--- src/rtl/sdr_rdsched_pkg.sv ---
package sdr_rdsched_pkg;

  localparam int BANK_W = 2;
  localparam int COL_W  = 8;

  typedef struct packed {
    logic              ap;
    logic [BANK_W-1:0] bank;
    logic [COL_W-1:0]  col;
  } rd_cmd_t;

  function automatic int idx_width(input int blen);
    return (blen > 1) ? $clog2(blen) : 1;
  endfunction

endpackage

--- src/rtl/sdr_rdsched_lat_pipe.sv ---
module sdr_rdsched_lat_pipe
  import sdr_rdsched_pkg::*;
#(
  parameter int DEPTH = 2
) (
  input  logic    clk,
  input  logic    rst_n,
  input  logic    in_vld,
  input  rd_cmd_t in_cmd,
  output logic    out_vld,
  output rd_cmd_t out_cmd
);

  logic [DEPTH-1:0] vld_q;
  rd_cmd_t          cmd_q [DEPTH];

  always_ff @(posedge clk or negedge rst_n) begin
    if (!rst_n) begin
      vld_q <= '0;
    end else begin
      vld_q[0] <= in_vld;
      for (int s = 1; s < DEPTH; s++) begin
        vld_q[s] <= vld_q[s-1];
      end
    end
  end

  always_ff @(posedge clk) begin
    cmd_q[0] <= in_cmd;
    for (int s = 1; s < DEPTH; s++) begin
      cmd_q[s] <= cmd_q[s-1];
    end
  end

  assign out_vld = vld_q[DEPTH-1];
  assign out_cmd = cmd_q[DEPTH-1];

endmodule

--- src/rtl/sdr_rdsched_burst.sv ---
module sdr_rdsched_burst
  import sdr_rdsched_pkg::*;
#(
  parameter int BURST_LEN = 4,
  localparam int IDX_W    = idx_width(BURST_LEN)
) (
  input  logic              clk,
  input  logic              rst_n,
  input  logic              launch,
  input  logic [BANK_W-1:0] launch_bank,
  input  logic [COL_W-1:0]  launch_col,
  output logic              beat_valid,
  output logic [IDX_W-1:0]  beat_idx,
  output logic [COL_W-1:0]  beat_col,
  output logic [BANK_W-1:0] beat_bank
);

  localparam logic [IDX_W-1:0] LAST_IDX = IDX_W'(BURST_LEN - 1);

  logic              act_q;
  logic [IDX_W-1:0]  idx_q;
  logic [COL_W-1:0]  start_q;
  logic [BANK_W-1:0] bank_q;

  // A launch always restarts the counter, so a newer READ cuts the old burst.
  always_ff @(posedge clk or negedge rst_n) begin
    if (!rst_n) begin
      act_q <= 1'b0;
      idx_q <= '0;
    end else if (launch) begin
      act_q <= 1'b1;
      idx_q <= '0;
    end else if (act_q) begin
      if (idx_q == LAST_IDX) begin
        act_q <= 1'b0;
        idx_q <= '0;
      end else begin
        idx_q <= idx_q + IDX_W'(1);
      end
    end
  end

  always_ff @(posedge clk) begin
    if (launch) begin
      start_q <= launch_col;
      bank_q  <= launch_bank;
    end
  end

  generate
    if (BURST_LEN == 1) begin : g_single
      assign beat_col = start_q;
    end else begin : g_wrap
      logic [IDX_W-1:0] low_col;
      assign low_col  = start_q[IDX_W-1:0] + idx_q;
      assign beat_col = {start_q[COL_W-1:IDX_W], low_col};
    end
  endgenerate

  assign beat_valid = act_q;
  assign beat_idx   = idx_q;
  assign beat_bank  = bank_q;

endmodule

--- src/rtl/sdr_rdsched_ap_delay.sv ---
module sdr_rdsched_ap_delay
  import sdr_rdsched_pkg::*;
#(
  parameter int DEPTH = 4
) (
  input  logic              clk,
  input  logic              rst_n,
  input  logic              in_fire,
  input  logic [BANK_W-1:0] in_bank,
  output logic              out_fire,
  output logic [BANK_W-1:0] out_bank
);

  logic [DEPTH-1:0]  fire_q;
  logic [BANK_W-1:0] bank_q [DEPTH];

  always_ff @(posedge clk or negedge rst_n) begin
    if (!rst_n) begin
      fire_q <= '0;
    end else begin
      fire_q[0] <= in_fire;
      for (int s = 1; s < DEPTH; s++) begin
        fire_q[s] <= fire_q[s-1];
      end
    end
  end

  always_ff @(posedge clk) begin
    bank_q[0] <= in_bank;
    for (int s = 1; s < DEPTH; s++) begin
      bank_q[s] <= bank_q[s-1];
    end
  end

  assign out_fire = fire_q[DEPTH-1];
  assign out_bank = bank_q[DEPTH-1];

endmodule

--- src/rtl/sdr_rdsched.sv ---
module sdr_rdsched
  import sdr_rdsched_pkg::*;
#(
  parameter int  CAS_LAT   = 3,
  parameter int  BURST_LEN = 4,
  localparam int IDX_W     = idx_width(BURST_LEN)
) (
  input  logic              clk,
  input  logic              rst_n,
  input  logic              rd_req,
  input  logic [BANK_W-1:0] rd_bank,
  input  logic [COL_W-1:0]  rd_col,
  input  logic              rd_ap,
  output logic              beat_valid,
  output logic [IDX_W-1:0]  beat_idx,
  output logic [COL_W-1:0]  beat_col,
  output logic [BANK_W-1:0] beat_bank,
  output logic              ap_start,
  output logic [BANK_W-1:0] ap_bank
);

  // The burst engine adds one register, so the pipe holds CAS_LAT-1 stages.
  localparam int PIPE_DEPTH = CAS_LAT - 1;

  rd_cmd_t in_cmd;
  rd_cmd_t lat_cmd;
  logic    lat_vld;

  assign in_cmd = '{ap: rd_ap, bank: rd_bank, col: rd_col};

  sdr_rdsched_lat_pipe #(
    .DEPTH (PIPE_DEPTH)
  ) lat_i (
    .clk     (clk),
    .rst_n   (rst_n),
    .in_vld  (rd_req),
    .in_cmd  (in_cmd),
    .out_vld (lat_vld),
    .out_cmd (lat_cmd)
  );

  logic lat_ap_unused;
  assign lat_ap_unused = lat_cmd.ap;

  sdr_rdsched_burst #(
    .BURST_LEN (BURST_LEN)
  ) burst_i (
    .clk         (clk),
    .rst_n       (rst_n),
    .launch      (lat_vld),
    .launch_bank (lat_cmd.bank),
    .launch_col  (lat_cmd.col),
    .beat_valid  (beat_valid),
    .beat_idx    (beat_idx),
    .beat_col    (beat_col),
    .beat_bank   (beat_bank)
  );

  sdr_rdsched_ap_delay #(
    .DEPTH (BURST_LEN)
  ) ap_i (
    .clk      (clk),
    .rst_n    (rst_n),
    .in_fire  (rd_req & rd_ap),
    .in_bank  (rd_bank),
    .out_fire (ap_start),
    .out_bank (ap_bank)
  );

endmodule

--- config.mk ---
export PLATFORM = sky130hd
export DESIGN_NAME = sdr_rdsched
export DESIGN_NICKNAME = d
export VERILOG_FILES = /design/src/rtl/sdr_rdsched_pkg.sv /design/src/rtl/sdr_rdsched_lat_pipe.sv /design/src/rtl/sdr_rdsched_burst.sv /design/src/rtl/sdr_rdsched_ap_delay.sv /design/src/rtl/sdr_rdsched.sv
export SDC_FILE = /design/constraint.sdc
export NUM_CORES = 1
export LEC_CHECK = 0
export BUFFER_PORTS_ARGS = -buffer_cell sky130_fd_sc_hd__buf_2
export CAP_MARGIN = 20
export CORE_ASPECT_RATIO = 1.4
export CORE_MARGIN = 3
export CORE_UTILIZATION = 39
export CTS_CLUSTER_SIZE = 30
export DETAILED_ROUTE_END_ITERATION = 10
export GPL_ROUTABILITY_DRIVEN = 0
export GPL_TIMING_DRIVEN = 0
export PLACE_DENSITY_LB_ADDON = 0.08
export SLEW_MARGIN = 20
export SYNTH_ARGS = -nofsm -noshare
export SYNTH_HDL_FRONTEND = slang
export SYNTH_SLANG_ARGS = --single-unit
--- constraint.sdc ---
create_clock -name clk -period 3.43 [get_ports clk]
set_input_delay 0.686 -clock clk [delete_from_list [all_inputs] [get_ports clk]]
set_output_delay 0.686 -clock clk [all_outputs]
set_load 0.05 [all_outputs]
==> results_dict.tcl <==
set metrics [dict create \
    outcome "completed" \
    cts_made_buffers 5 \
    syn_to_final_growth_pct 22.7 \
    r2r_end "burst_i.beat_idx[0]$_DFFE_PN0P_" \
    synth_top_flop_cell "dfxtp_1" \
    finClkSkew_ns 0.00566 \
    cts_tree "yes" \
    crit_arrival_ns 1.58 \
    vias 533 \
    die_y_um 70.1 \
    clk_pin_slew_ns 0.11 \
    end_kind "output pin" \
    port-buffer-count 29 \
    p_leak_nw 0.640 \
    post_cts_resized 0 \
    grt_overflow 0 \
    ant_nets 0 \
    cts_hold_buf 0 \
    synth.most_common_cell "dfxtp_1" \
    relSlewSlack_pct 66.6 \
    finalMaxSlewViolations 0 \
    ff2ff_path_depth 3 \
    r2r_setup_slack_ns 2.20 \
    ctsRootBufferMaster "clkbuf_4" \
    synth_seq_area_share_pct 87.9 \
    via_per_inst 3.98 \
    regArea_um2 1010 \
    async_flop_share_pct 20.9 \
    p_comb_share_pct 13.1 \
    synthTopCellsByCount "24 x dfxtp_1, 10 x edfxtp_1, 9 x dfrtp_1, 6 x buf_4" \
    setup_viol 0 \
    avgSynthCellArea_um2 18.8 \
    rsz0062_at_grt "no" \
    pwr-share-seq_pct 59.3 \
    power.share.switching_pct 25.5 \
    pwr-share-clk_pct 27.6 \
    p_total_uw 954 \
    synth.distinct_cells 14 \
    routedWlPerCell_um 9.46 \
    multi_input_comb_area_um2 90.1 \
    io_pins 30 \
    dieArea_um2 3630 \
    r2r_start "burst_i.beat_idx[0]$_DFFE_PN0P_" \
    hold_violations 0 \
    clk_path_buf_depth 2 \
    syn_inst 61 \
    grt_max_degree 14 \
    fmax_ghz 0.442 \
    p_int_uw 710 \
    die_x_um 51.8 \
    gr-usage-all-layers_pct 8.21 \
    min_period_ns 2.26 \
    core_region_area_um2 2730 \
    drive_gt1_share_pct 41.8 \
    finish.utilization_pct 51.6 \
    p_switching_uw 243 \
    final_nets 113 \
    antenna_found_initial 0 \
    critical_path_class "reg -> out" \
    grt_pass1_vias 450 \
    syn_nets 77 \
    drc_errors 0 \
    n_antenna_cell 0 \
    period_share_pct 65.9 \
    ys_seq_elements 43 \
    worst_slew_pin_slew_ns 0.501 \
    worstPathMaxFanout 5 \
    drtIter0Drc 8 \
    synth.area.top_cells "dfxtp_1 42%, edfxtp_1 26%, dfrtp_1 20%, buf_4 3.9%, ha_1 2.2%" \
    synth_enable_flop_cells 10 \
    ir_drop_mv 0.399 \
    grt_pass1_wl_um 1990 \
    post_cts_buffers 0 \
    synth.cell_area_um2 1140 \
    clock_sinks 43 \
    initial_core_util_pct 42.0 \
    clk-insertion-delay-late_ns 0.33 \
    yosys.area.top_type "dfxtp_1" \
    min_path_type "in -> async" \
    first_pass_iters 2 \
    rows 22 \
    fill_cells 264 \
    htree_num_levels 2 \
    worstSetupStartpointType "register" \
    wirelength_um 1270 \
    synth-warning-count 0 \
    drv_cap 0 \
    powerDensity_nw_per_um2 679 \
    synth_top_area_share_pct 42.0 \
    tns_ns 0 \
    worstPathRequired_ns 2.74 \
]
-- layout make-up --
class,count,share of cell area [%]
Clock buffer,8,4.99
Timing Repair Buffer,29,10.3
Inverter,1,0.267
Multi-Input combinational cell,11,6.41
Buffer,6,3.21
Sequential cell,43,71.6
Tap cell,36,3.21
-- routing by layer --
metal / vias to the layer above / GRT usage (%) / routed length, um / share of wire (%)
met4: 0 / 6.12 / 32 / 2.5
met3: 5 / 5.33 / 120 / 9.5
met2: 23 / 12.0 / 637 / 50
met1: 239 / 8.01 / 477 / 38
li1: 266 / - / - / -
met5: - / 0 / 0 / 0
-- how the worst max path moves through the flow --
stage | start | cells past startpoint | slack (ns) | to
6_report | burst_i.beat_idx[0]$_DFFE_PN0P_ | 4 | 1.17 | beat_col[1]
3_5_place_dp | burst_i.beat_idx[0]$_DFFE_PN0P_ | 4 | 1.51 | beat_col[1]
2_1_floorplan | burst_i.beat_idx[0]$_DFFE_PN0P_ | 3 | 0.91 | beat_col[1]
3_3_place_gp | burst_i.beat_idx[0]$_DFFE_PN0P_ | 4 | 1.51 | beat_col[1]
5_1_grt | burst_i.beat_idx[0]$_DFFE_PN0P_ | 4 | 1.04 | beat_col[1]
4_1_cts | burst_i.beat_idx[0]$_DFFE_PN0P_ | 4 | 1.12 | beat_col[1]
-- logic make-up (layout without fill, tap and decap cells) --
| family | Yosys count | after routing | synth area share, % |
|---|---|---|---|
| flip-flops | 43 | 43 | 87.9 |
| AO/OA/AOI/OAI | 2 | 2 | 1.09 |
| AND/OR/NAND/NOR | 4 | 4 | 2.19 |
| XOR/XNOR | 2 | 2 | 1.53 |
| adder cells (fa/ha/maj) | 2 | 2 | 2.19 |
| multiplexers | 1 | 1 | 0.874 |
| buffers and inverters | 7 | 44 | 4.26 |
-- flip-flops by register name (all words and copies together), names as in the netlist --
name and flops:
ap_i.bank_q 4, burst_i.start_q 8, lat_i.vld_q 2, burst_i.beat_valid 1
lat_i.cmd_q 20, burst_i.beat_idx 2, ap_i.fire_q 4, burst_i.beat_bank 2
-- power by group through the flow --
| stage | Combinational (mW) | Clock, mW | Sequential, mW |
|---|---|---|---|
| 2_1_floorplan | 0.0631 | 0 | 0.609 |
| 3_3_place_gp | 0.126 | 0 | 0.576 |
| 3_5_place_dp | 0.127 | 0 | 0.578 |
| 4_1_cts | 0.127 | 0.279 | 0.567 |
| 5_1_grt | 0.134 | 0.304 | 0.570 |
| 6_report | 0.125 | 0.263 | 0.565 |
-- metrics by stage --
step                area [um2]  hold slack (ns)  setup WS [ns]  std cells
floorplan                 1140            0.310          0.909         61
global placement          1340            0.310           1.51        126
detailed placement        1340            0.312           1.51        126
CTS                       1410            0.163           1.12        134
global route              1410            0.151           1.04        134
finish                    1410            0.179           1.17        134
-- cell usage in the layout, fill, tap and decap left out, types with 2 or more instances in the layout --
cell,instances
buf_4,6
clkbuf_4,5
dfrtp_1,9
dfxtp_1,24
buf_2,29
xnor2_1,2
edfxtp_1,10
clkbuf_1,2
ha_1,2
-- worst max-delay path, stage by stage, from the launching register on --
cell and delay, ns:
dfrtp_1 0.44, ha_1 0.22, xnor2_1 0.18, xnor2_1 0.13, buf_2 0.28
Power figures use the tool's default switching activity.
